<file path="config.mk">
export PLATFORM = sky130hd
export DESIGN_NAME = qstat_irq_bank
export DESIGN_NICKNAME = d
export VERILOG_FILES = /design/src/rtl/qsb_pkg.sv /design/src/rtl/qsb_decode.sv /design/src/rtl/qsb_lo_bank.sv /design/src/rtl/qsb_hi_bank.sv /design/src/rtl/qstat_irq_bank.sv
export SDC_FILE = /design/constraint.sdc
export NUM_CORES = 1
export LEC_CHECK = 0
export ABC_AREA = 1
export ABC_CLOCK_PERIOD_IN_PS = 5700
export CAP_MARGIN = 15
export CORE_ASPECT_RATIO = 1.5
export CORE_MARGIN = 5
export CORE_UTILIZATION = 45
export DETAILED_ROUTE_END_ITERATION = 16
export PLACE_DENSITY_LB_ADDON = 0.05
export SLEW_MARGIN = 20
export SYNTH_ARGS = -nofsm -noshare
export SYNTH_HDL_FRONTEND = slang
export SYNTH_SLANG_ARGS = --single-unit
</file>
<file path="constraint.sdc">
create_clock -name clk_i -period 5.7 [get_ports clk_i]
set_input_delay 0.57 -clock clk_i [delete_from_list [all_inputs] [get_ports clk_i]]
set_output_delay 0.57 -clock clk_i [all_outputs]
set_load 0.05 [all_outputs]
</file>
<file path="src/rtl/qsb_pkg.sv">
package qsb_pkg;

    localparam int WORD_W        = 32;
    localparam int ST_W          = 4;   // status flags per lower queue
    localparam int ACC_WORDS_PER_Q = 4; // reserved access window per queue
    localparam int UO_W          = 2;   // underflow/overflow bits per lower queue

    // status nibble bit positions
    localparam int ST_EMPTY = 0;
    localparam int ST_NE    = 1;
    localparam int ST_NF    = 2;
    localparam int ST_FULL  = 3;

    // source select nibble fields
    localparam int SEL_INV_BIT    = 2;
    localparam int SEL_STICKY_BIT = 3; // meaningful in queue 0's nibble only

    typedef enum logic [3:0] {
        RG_NONE,
        RG_ACC,
        RG_LSTAT,
        RG_UO,
        RG_HNE,
        RG_HFULL,
        RG_SEL,
        RG_IEN,
        RG_PEND
    } region_e;

    // selected interrupt condition of one lower queue
    function automatic logic src_match(input logic [ST_W-1:0] st,
                                       input logic [ST_W-1:0] sel);
        return sel[SEL_INV_BIT] ^ st[sel[1:0]];
    endfunction

endpackage

</file>
<file path="src/rtl/qsb_decode.sv">
module qsb_decode
    import qsb_pkg::*;
#(
    parameter int NUM_LO = 32,
    parameter int NUM_HI = 32,
    parameter int ADDR_W = 9
) (
    input  logic [ADDR_W-1:0] addr_i,
    output region_e           region_o,
    output logic [ADDR_W-1:0] idx_o
);

    localparam int ACC_N   = (NUM_LO + NUM_HI) * ACC_WORDS_PER_Q;
    localparam int LSTAT_B = ACC_N;
    localparam int LSTAT_N = NUM_LO / (WORD_W / ST_W);
    localparam int UO_B    = LSTAT_B + LSTAT_N;
    localparam int UO_N    = NUM_LO / (WORD_W / UO_W);
    localparam int HNE_B   = UO_B + UO_N;
    localparam int HI_N    = NUM_HI / WORD_W;
    localparam int HF_B    = HNE_B + HI_N;
    localparam int SEL_B   = HF_B + HI_N;
    localparam int SEL_N   = NUM_LO / (WORD_W / ST_W);
    localparam int IEN_B   = SEL_B + SEL_N;
    localparam int BIT_N   = (NUM_LO + NUM_HI) / WORD_W;
    localparam int PEND_B  = IEN_B + BIT_N;
    localparam int END_B   = PEND_B + BIT_N;

    logic [31:0] a_w;
    assign a_w = 32'(addr_i);

    always_comb begin
        region_o = RG_NONE;
        idx_o    = '0;
        if (a_w < 32'(ACC_N)) begin
            region_o = RG_ACC;
        end else if (a_w < 32'(UO_B)) begin
            region_o = RG_LSTAT;
            idx_o    = ADDR_W'(a_w - 32'(LSTAT_B));
        end else if (a_w < 32'(HNE_B)) begin
            region_o = RG_UO;
            idx_o    = ADDR_W'(a_w - 32'(UO_B));
        end else if (a_w < 32'(HF_B)) begin
            region_o = RG_HNE;
            idx_o    = ADDR_W'(a_w - 32'(HNE_B));
        end else if (a_w < 32'(SEL_B)) begin
            region_o = RG_HFULL;
            idx_o    = ADDR_W'(a_w - 32'(HF_B));
        end else if (a_w < 32'(IEN_B)) begin
            region_o = RG_SEL;
            idx_o    = ADDR_W'(a_w - 32'(SEL_B));
        end else if (a_w < 32'(PEND_B)) begin
            region_o = RG_IEN;
            idx_o    = ADDR_W'(a_w - 32'(IEN_B));
        end else if (a_w < 32'(END_B)) begin
            region_o = RG_PEND;
            idx_o    = ADDR_W'(a_w - 32'(PEND_B));
        end
    end

endmodule

</file>
<file path="src/rtl/qsb_lo_bank.sv">
module qsb_lo_bank
    import qsb_pkg::*;
#(
    parameter int NUM_LO = 32,
    parameter int IDX_W  = 9
) (
    input  logic                   clk_i,
    input  logic                   rst_ni,
    input  logic [NUM_LO*ST_W-1:0] cond_i,
    input  logic [NUM_LO-1:0]      uf_evt_i,
    input  logic [NUM_LO-1:0]      of_evt_i,
    input  logic                   wr_uo_i,
    input  logic                   wr_sel_i,
    input  logic                   wr_ien_i,
    input  logic                   wr_pend_i,
    input  logic [IDX_W-1:0]       idx_i,
    input  logic [WORD_W-1:0]      wdata_i,
    output logic [NUM_LO*ST_W-1:0] stat_o,
    output logic [NUM_LO*UO_W-1:0] uo_o,
    output logic [NUM_LO*ST_W-1:0] sel_o,
    output logic [NUM_LO-1:0]      ien_o,
    output logic [NUM_LO-1:0]      pend_o,
    output logic                   sticky_o,
    output logic                   irq_o
);

    localparam int UO_PER_W  = WORD_W / UO_W;
    localparam int SEL_PER_W = WORD_W / ST_W;

    typedef struct packed {
        logic [NUM_LO*ST_W-1:0] stat;
        logic [NUM_LO*UO_W-1:0] uo;
        logic [NUM_LO*ST_W-1:0] sel;
        logic [NUM_LO-1:0]      ien;
        logic [NUM_LO-1:0]      pend;
    } lo_state_t;

    lo_state_t    st_q, st_d;
    logic [NUM_LO-1:0] hit, clr;
    logic         sticky;

    assign sticky = st_q.sel[SEL_STICKY_BIT];

    always_comb begin
        st_d      = st_q;
        st_d.stat = cond_i;
        hit       = '0;
        clr       = '0;
        for (int q = 0; q < NUM_LO; q++) begin
            // clear by writing 0; new events always win
            st_d.uo[UO_W*q +: UO_W] =
                (st_q.uo[UO_W*q +: UO_W] &
                 ((wr_uo_i && idx_i == IDX_W'(q / UO_PER_W))
                    ? wdata_i[(q % UO_PER_W)*UO_W +: UO_W] : 2'b11))
                | {of_evt_i[q], uf_evt_i[q]};

            if (wr_sel_i && idx_i == IDX_W'(q / SEL_PER_W))
                st_d.sel[ST_W*q +: ST_W] = wdata_i[(q % SEL_PER_W)*ST_W +: ST_W];

            if (wr_ien_i && idx_i == IDX_W'(q / WORD_W))
                st_d.ien[q] = wdata_i[q % WORD_W];

            hit[q] = src_match(st_q.stat[ST_W*q +: ST_W], st_q.sel[ST_W*q +: ST_W])
                     & st_q.ien[q];
            clr[q] = wr_pend_i && idx_i == IDX_W'(q / WORD_W) && wdata_i[q % WORD_W];

            st_d.pend[q] = sticky ? ((st_q.pend[q] & ~clr[q]) | hit[q]) : hit[q];
        end
    end

    always_ff @(posedge clk_i or negedge rst_ni) begin
        if (!rst_ni) st_q <= '0;
        else         st_q <= st_d;
    end

    assign stat_o   = st_q.stat;
    assign uo_o     = st_q.uo;
    assign sel_o    = st_q.sel;
    assign ien_o    = st_q.ien;
    assign pend_o   = st_q.pend;
    assign sticky_o = sticky;
    assign irq_o    = |(st_q.pend & st_q.ien);

endmodule

</file>
<file path="src/rtl/qsb_hi_bank.sv">
module qsb_hi_bank
    import qsb_pkg::*;
#(
    parameter int NUM_HI = 32,
    parameter int IDX_W  = 9
) (
    input  logic              clk_i,
    input  logic              rst_ni,
    input  logic [NUM_HI-1:0] ne_i,
    input  logic [NUM_HI-1:0] full_i,
    input  logic              sticky_i,
    input  logic              wr_ien_i,
    input  logic              wr_pend_i,
    input  logic [IDX_W-1:0]  idx_i,
    input  logic [WORD_W-1:0] wdata_i,
    output logic [NUM_HI-1:0] ne_o,
    output logic [NUM_HI-1:0] full_o,
    output logic [NUM_HI-1:0] ien_o,
    output logic [NUM_HI-1:0] pend_o,
    output logic              irq_o
);

    typedef struct packed {
        logic [NUM_HI-1:0] ne;
        logic [NUM_HI-1:0] full;
        logic [NUM_HI-1:0] ien;
        logic [NUM_HI-1:0] pend;
    } hi_state_t;

    hi_state_t         st_q, st_d;
    logic [NUM_HI-1:0] hit, clr;

    always_comb begin
        st_d      = st_q;
        st_d.ne   = ne_i;
        st_d.full = full_i;
        hit       = '0;
        clr       = '0;
        for (int q = 0; q < NUM_HI; q++) begin
            if (wr_ien_i && idx_i == IDX_W'(q / WORD_W))
                st_d.ien[q] = wdata_i[q % WORD_W];
            // source fixed to nearly-empty
            hit[q] = st_q.ne[q] & st_q.ien[q];
            clr[q] = wr_pend_i && idx_i == IDX_W'(q / WORD_W) && wdata_i[q % WORD_W];
            st_d.pend[q] = sticky_i ? ((st_q.pend[q] & ~clr[q]) | hit[q]) : hit[q];
        end
    end

    always_ff @(posedge clk_i or negedge rst_ni) begin
        if (!rst_ni) st_q <= '0;
        else         st_q <= st_d;
    end

    assign ne_o   = st_q.ne;
    assign full_o = st_q.full;
    assign ien_o  = st_q.ien;
    assign pend_o = st_q.pend;
    assign irq_o  = |(st_q.pend & st_q.ien);

endmodule

</file>
<file path="src/rtl/qstat_irq_bank.sv">
module qstat_irq_bank
    import qsb_pkg::*;
#(
    parameter int NUM_LO = 32,
    parameter int NUM_HI = 32,
    parameter int ADDR_W = 9
) (
    input  logic                   clk_i,
    input  logic                   rst_ni,
    input  logic [ADDR_W-1:0]      bus_addr_i,
    input  logic                   bus_we_i,
    input  logic [WORD_W-1:0]      bus_wdata_i,
    output logic [WORD_W-1:0]      bus_rdata_o,
    input  logic [NUM_LO*ST_W-1:0] lo_cond_i,
    input  logic [NUM_LO-1:0]      lo_uf_evt_i,
    input  logic [NUM_LO-1:0]      lo_of_evt_i,
    input  logic [NUM_HI-1:0]      hi_ne_i,
    input  logic [NUM_HI-1:0]      hi_full_i,
    output logic                   irq_lo_o,
    output logic                   irq_hi_o
);

    localparam int LO_BW = NUM_LO / WORD_W;
    localparam int NUM_Q = NUM_LO + NUM_HI;

    region_e           region;
    logic [ADDR_W-1:0] idx, hi_idx;
    logic              in_lo_bits;
    logic              wr_uo, wr_sel, wr_ien_lo, wr_pend_lo, wr_ien_hi, wr_pend_hi;

    logic [NUM_LO*ST_W-1:0] lo_stat, lo_sel;
    logic [NUM_LO*UO_W-1:0] lo_uo;
    logic [NUM_LO-1:0]      lo_ien, lo_pend;
    logic [NUM_HI-1:0]      hi_ne, hi_full, hi_ien, hi_pend;
    logic [NUM_Q-1:0]       all_ien, all_pend;
    logic                   sticky;

    qsb_decode #(
        .NUM_LO (NUM_LO),
        .NUM_HI (NUM_HI),
        .ADDR_W (ADDR_W)
    ) i_decode (
        .addr_i   (bus_addr_i),
        .region_o (region),
        .idx_o    (idx)
    );

    assign in_lo_bits = idx < ADDR_W'(LO_BW);
    assign hi_idx     = idx - ADDR_W'(LO_BW);
    assign wr_uo      = bus_we_i && region == RG_UO;
    assign wr_sel     = bus_we_i && region == RG_SEL;
    assign wr_ien_lo  = bus_we_i && region == RG_IEN  &&  in_lo_bits;
    assign wr_pend_lo = bus_we_i && region == RG_PEND &&  in_lo_bits;
    assign wr_ien_hi  = bus_we_i && region == RG_IEN  && !in_lo_bits;
    assign wr_pend_hi = bus_we_i && region == RG_PEND && !in_lo_bits;

    qsb_lo_bank #(
        .NUM_LO (NUM_LO),
        .IDX_W  (ADDR_W)
    ) i_lo_bank (
        .clk_i     (clk_i),
        .rst_ni    (rst_ni),
        .cond_i    (lo_cond_i),
        .uf_evt_i  (lo_uf_evt_i),
        .of_evt_i  (lo_of_evt_i),
        .wr_uo_i   (wr_uo),
        .wr_sel_i  (wr_sel),
        .wr_ien_i  (wr_ien_lo),
        .wr_pend_i (wr_pend_lo),
        .idx_i     (idx),
        .wdata_i   (bus_wdata_i),
        .stat_o    (lo_stat),
        .uo_o      (lo_uo),
        .sel_o     (lo_sel),
        .ien_o     (lo_ien),
        .pend_o    (lo_pend),
        .sticky_o  (sticky),
        .irq_o     (irq_lo_o)
    );

    qsb_hi_bank #(
        .NUM_HI (NUM_HI),
        .IDX_W  (ADDR_W)
    ) i_hi_bank (
        .clk_i     (clk_i),
        .rst_ni    (rst_ni),
        .ne_i      (hi_ne_i),
        .full_i    (hi_full_i),
        .sticky_i  (sticky),
        .wr_ien_i  (wr_ien_hi),
        .wr_pend_i (wr_pend_hi),
        .idx_i     (hi_idx),
        .wdata_i   (bus_wdata_i),
        .ne_o      (hi_ne),
        .full_o    (hi_full),
        .ien_o     (hi_ien),
        .pend_o    (hi_pend),
        .irq_o     (irq_hi_o)
    );

    assign all_ien  = {hi_ien, lo_ien};
    assign all_pend = {hi_pend, lo_pend};

    always_comb begin
        bus_rdata_o = '0;
        case (region)
            RG_LSTAT: bus_rdata_o = lo_stat[int'(idx)*WORD_W +: WORD_W];
            RG_UO:    bus_rdata_o = lo_uo[int'(idx)*WORD_W +: WORD_W];
            RG_HNE:   bus_rdata_o = hi_ne[int'(idx)*WORD_W +: WORD_W];
            RG_HFULL: bus_rdata_o = hi_full[int'(idx)*WORD_W +: WORD_W];
            RG_SEL:   bus_rdata_o = lo_sel[int'(idx)*WORD_W +: WORD_W];
            RG_IEN:   bus_rdata_o = all_ien[int'(idx)*WORD_W +: WORD_W];
            RG_PEND:  bus_rdata_o = all_pend[int'(idx)*WORD_W +: WORD_W];
            default:  bus_rdata_o = '0;
        endcase
    end

endmodule

</file>
==> impl_results.html <==
<table>
<tr><th>Metric</th><th>Value</th></tr>
<tr><th colspan="2">STA</th></tr>
<tr><td>Worst Max-Slew Pin Slew</td><td>1060 ps</td></tr>
<tr><td>Time the worst path needs with I/O delays and setup</td><td>5290 ps</td></tr>
<tr><td>Endpoints failing hold</td><td>0</td></tr>
<tr><td>Highest Clock Rate</td><td>189 MHz</td></tr>
<tr><td>Worst Skew</td><td>23.2 ps</td></tr>
<tr><td>Headroom to the max-slew limit</td><td>29.0%</td></tr>
<tr><td>Number of slew-limit violations in the final report</td><td>0</td></tr>
<tr><td>Post-route clock period utilization</td><td>92.8%</td></tr>
<tr><td>Unrepaired setup endpoints after global routing</td><td>false</td></tr>
<tr><td>Setup total negative slack</td><td>0 ps</td></tr>
<tr><td>Count of endpoints failing setup in the final report</td><td>0</td></tr>
<tr><th colspan="2">Routing</th></tr>
<tr><td>Detailed Route Iter0 Violations</td><td>2427</td></tr>
<tr><td>Routed wl met3</td><td>8210 microns</td></tr>
<tr><td>Via density per instance</td><td>5.55</td></tr>
<tr><td>Total length of routed met2 wires</td><td>49800 microns</td></tr>
<tr><td>Length of the first detailed-routing pass in iterations</td><td>6</td></tr>
<tr><td>Drc violations</td><td>0</td></tr>
<tr><td>Post-route met1 wirelength</td><td>40600 microns</td></tr>
<tr><td>Topmost layer with routed signal wires</td><td>met5</td></tr>
<tr><td>Routed wirelength normalized by instance count</td><td>24.4 microns</td></tr>
<tr><td>Routed WL</td><td>106000 microns</td></tr>
<tr><td>Number of nets with antenna violations after routing</td><td>0</td></tr>
<tr><td>Routed via count</td><td>24100</td></tr>
<tr><th colspan="2">Clock network</th></tr>
<tr><td># H-tree levels</td><td>2</td></tr>
<tr><td>Total clock sinks</td><td>512</td></tr>
<tr><td>Number of buffers added for setup after CTS</td><td>0</td></tr>
<tr><td>Maximum clock path buffer count</td><td>3</td></tr>
<tr><td>Clock-pin transition on the worst setup and hold timing paths</td><td>60 ps</td></tr>
<tr><td>Gates resized, CTS repair</td><td>0</td></tr>
<tr><td>Clock tree from TritonCTS</td><td>built</td></tr>
<tr><td>Hold-fix buffers, CTS</td><td>0</td></tr>
<tr><td>CTS buffer count</td><td>50</td></tr>
<tr><td>Clock latency at the later pin of the worst-skew pair</td><td>610 ps</td></tr>
<tr><td>CTS root buffer</td><td>clkbuf_16</td></tr>
<tr><th colspan="2">Setup path</th></tr>
<tr><td>Startpoint kind of the worst setup timing path</td><td>input pin</td></tr>
<tr><td>Data required time of the critical path</td><td>5130 ps</td></tr>
<tr><td>Stages on the worst setup path</td><td>20</td></tr>
<tr><td>Library cell contributing the largest single delay on the critical path</td><td>nor2_2</td></tr>
<tr><td>Data arrival time of the critical path</td><td>4720 ps</td></tr>
<tr><td>Peak per-stage delay on the critical path</td><td>480 ps</td></tr>
<tr><td>Buf+Inv Stages, Crit Path</td><td>7</td></tr>
<tr><td>Crit path capture type</td><td>output port</td></tr>
<tr><td>Critical Path Sink</td><td>bus_rdata_o[1]</td></tr>
<tr><td>FF-to-FF path depth</td><td>6</td></tr>
<tr><td>Largest fanout of any net on the critical path</td><td>17</td></tr>
<tr><td>R2R Setup Slk</td><td>3820 ps</td></tr>
<tr><td>Chain of cells forming the critical path</td><td>clkdlybuf4s50_1 &gt; inv_1 &gt; ha_1 &gt; inv_1 &gt; nor2_1 &gt; nand2_2 &gt; nor2_1 &gt; nand2_1 &gt; nand2_1 &gt; buf_4 &gt; inv_1 &gt; nor2_2 &gt; buf_4 &gt; nand2_1 &gt; nand2_1 &gt; a21oi_1 &gt; a21oi_1 &gt; nor2_1 &gt; nor2_1 &gt; buf_4</td></tr>
<tr><td>Worst R2R End</td><td>i_lo_bank.pend_o[27]$_DFF_PN0_</td></tr>
<tr><td>R2R Path Start</td><td>i_lo_bank.sel_o[108]$_DFFE_PN0P_</td></tr>
<tr><td>Launch point of the worst path</td><td>bus_addr_i[3]</td></tr>
<tr><td>Classification of the worst setup path</td><td>input pin to output port</td></tr>
<tr><td>Top delay family on crit path</td><td>simple AND/OR/NAND/NOR gates</td></tr>
<tr><th colspan="2">Status</th></tr>
<tr><td>Outcome</td><td>completed</td></tr>
<tr><th colspan="2">Logic synthesis</th></tr>
<tr><td>Largest cells by area after synthesis</td><td>dfrtp_1 (51%), nand2_1 (17%), inv_1 (6.8%), o21ai_0 (6.1%), a21oi_1 (2.6%)</td></tr>
<tr><td>Synth async-reset ratio</td><td>100%</td></tr>
<tr><td>Main synth FF type</td><td>dfrtp_1</td></tr>
<tr><td>Post-synthesis cell count</td><td>3285</td></tr>
<tr><td>Cell taking the most area after synthesis</td><td>dfrtp_1</td></tr>
<tr><td>Netlist Area Pre-Place</td><td>25200 sq um</td></tr>
<tr><td>Warning count from the yosys run</td><td>0</td></tr>
<tr><td>Number of enable flip-flop cells after synthesis</td><td>0</td></tr>
<tr><td>Mapped Avg Cell Area</td><td>7.68 sq um</td></tr>
<tr><td>Number of synthesized register bits</td><td>512</td></tr>
<tr><td>Sequential-to-total area share from yosys stat</td><td>50.8%</td></tr>
<tr><td>Count of different cell masters after synthesis</td><td>49</td></tr>
<tr><td>Synthesized net count</td><td>3593</td></tr>
<tr><td>Area fraction of the dominant cell type after synthesis</td><td>50.8%</td></tr>
<tr><th colspan="2">Pwr</th></tr>
<tr><td>Peak supply drop</td><td>0.221 mV</td></tr>
<tr><td>PwrDens</td><td>289 nW/um^2</td></tr>
<tr><td>Leakage power</td><td>15.2 nW</td></tr>
<tr><th colspan="2">Hold path</th></tr>
<tr><td>Class of the tightest hold or removal check</td><td>input pin to async pin</td></tr>
<tr><th colspan="2">Floorplan</th></tr>
<tr><td>Top-level I/O count</td><td>334</td></tr>
<tr><td>DIE HEIGHT</td><td>300 microns</td></tr>
<tr><td>Die W</td><td>203 microns</td></tr>
<tr><td>Initial core utilization</td><td>45.3%</td></tr>
<tr><td>Row count</td><td>106</td></tr>
<tr><td>Placeable core region</td><td>55700 sq um</td></tr>
<tr><td>Area enclosed by the die boundary</td><td>61000 sq um</td></tr>
<tr><th colspan="2">Finish</th></tr>
<tr><td>Commonest non-fill, non-tap cell in the layout</td><td>nand2_1</td></tr>
<tr><td>P&amp;R area growth vs syn</td><td>23.4%</td></tr>
<tr><td>Final Non-Filler Cells</td><td>4343</td></tr>
<tr><td>Number of nets in the finished design</td><td>3906</td></tr>
<tr><td>Most used cells in the layout excluding fill and tap cells</td><td>nand2_1 (1127), dfrtp_1 (511), inv_1 (454)</td></tr>
<tr><td>Proportion of layout cells with a drive suffix above 1</td><td>6.65%</td></tr>
<tr><th colspan="2">Flow run</th></tr>
<tr><td>Max capacitance violation total</td><td>0</td></tr>
<tr><th colspan="2">GRT</th></tr>
<tr><td>Via count of the first global-routing pass</td><td>23900</td></tr>
<tr><td>Residual overflow from global routing</td><td>0</td></tr>
<tr><td>Number of antenna violations at the first check in global routing</td><td>4</td></tr>
<tr><td>First-pass GRT wire length</td><td>155000 microns</td></tr>
<tr><td>All-layer global routing usage</td><td>33.9%</td></tr>
<tr><td>Pin count of the biggest net entering global routing</td><td>134</td></tr>
<tr><th colspan="2">Placement</th></tr>
<tr><td>Total instance count after detailed placement</td><td>4248</td></tr>
<tr><td>HPWL reported at the end of detailed placement</td><td>77200 microns</td></tr>
<tr><td>Final weighted congestion of routability-driven global placement</td><td>1.00</td></tr>
<tr><td>IO Port Bufs</td><td>333</td></tr>
</table>
-- cells in the mapped netlist, drive strengths merged (27+ instances only) --
cell type	n
nand3	119
dfrtp	512
nand2	1139
inv	464
clkbuf	64
a21oi	135
buf	77
o21bai	32
nor2	143
nand4	61
o21ai	420
a21boi	27
-- worst min path at each step --
stage	from	end	slack [ps]	cells after the start
5_1_grt	rst_ni	i_hi_bank.full_o[10]$_DFF_PN0_	90	1
3_5_place_dp	i_lo_bank.uo_o[59]$_DFF_PN0_	i_lo_bank.uo_o[59]$_DFF_PN0_	460	2
6_report	rst_ni	i_hi_bank.full_o[10]$_DFF_PN0_	40	1
3_3_place_gp	i_lo_bank.uo_o[56]$_DFF_PN0_	i_lo_bank.uo_o[56]$_DFF_PN0_	460	2
4_1_cts	rst_ni	i_hi_bank.full_o[6]$_DFF_PN0_	70	1
2_1_floorplan	rst_ni	i_hi_bank.full_o[0]$_DFF_PN0_	270	0
-- area by class of cell --
| class | instances | area, sq um |
|---|---|---|
| clock buffer | 72 | 1460 |
| antenna | 1 | 2.50 |
| multi-input combinational | 2167 | 9990 |
| tap | 702 | 878 |
| inverter | 465 | 1750 |
| clock inverter | 22 | 298 |
| fill | 5375 | 24500 |
| timing repair buffer | 402 | 3960 |
| sequential | 512 | 12800 |
-- cell families after synthesis --
| logic type | after synthesis | share of synthesized area (%) |
|---|---|---|
| AND/OR/NAND/NOR | 1482 | 24.1 |
| XOR/XNOR | 4 | 0.139 |
| adder cells (fa/ha/maj) | 8 | 0.397 |
| flip-flops | 512 | 50.8 |
| buffers and inverters | 606 | 9.79 |
| AO/OA/AOI/OAI | 673 | 14.8 |
-- per-stage QoR --
stage / power, mW / hold slack (ps) / setup slack (ps) / util (%) / instance area, sq um
floorplan: 4.69 / 274 / 1720 / - / 25200
global placement: 5.46 / 457 / 612 / 52.8 / 29400
detailed placement: 5.47 / 461 / 533 / 52.8 / 29400
CTS: 9.03 / 74.0 / 496 / 55.9 / 31200
global route: 9.32 / 89.7 / 112 / 55.9 / 31200
finish: 9.01 / 37.1 / 409 / 55.9 / 31200
-- routing by layer --
layer / up-vias / track usage (%)
met5: - / 0
met3: 346 / 5.51
li1: 11000 / -
met2: 1201 / 55.9
met4: 2 / 18.4
met1: 11600 / 42.8
-- where the power goes --
part,total (mW),internal [mW],switching (mW)
Combinational,1.36,0.496,0.862
Sequential,4.08,3.85,0.222
Clock,3.58,2.06,1.52
Total,9.01,6.41,2.60
-- flip-flops by register name, summed over array words and instances (netlist names) --
name and cells:
i_hi_bank.ne_o 32, i_hi_bank.pend_o 32, i_lo_bank.uo_o 64, i_lo_bank.ien_o 32, i_lo_bank.stat_o 128, i_hi_bank.full_o 32
i_lo_bank.sel_o 128, i_lo_bank.pend_o 32, i_hi_bank.ien_o 32
Note: power is estimated with default switching activity, not from simulation.
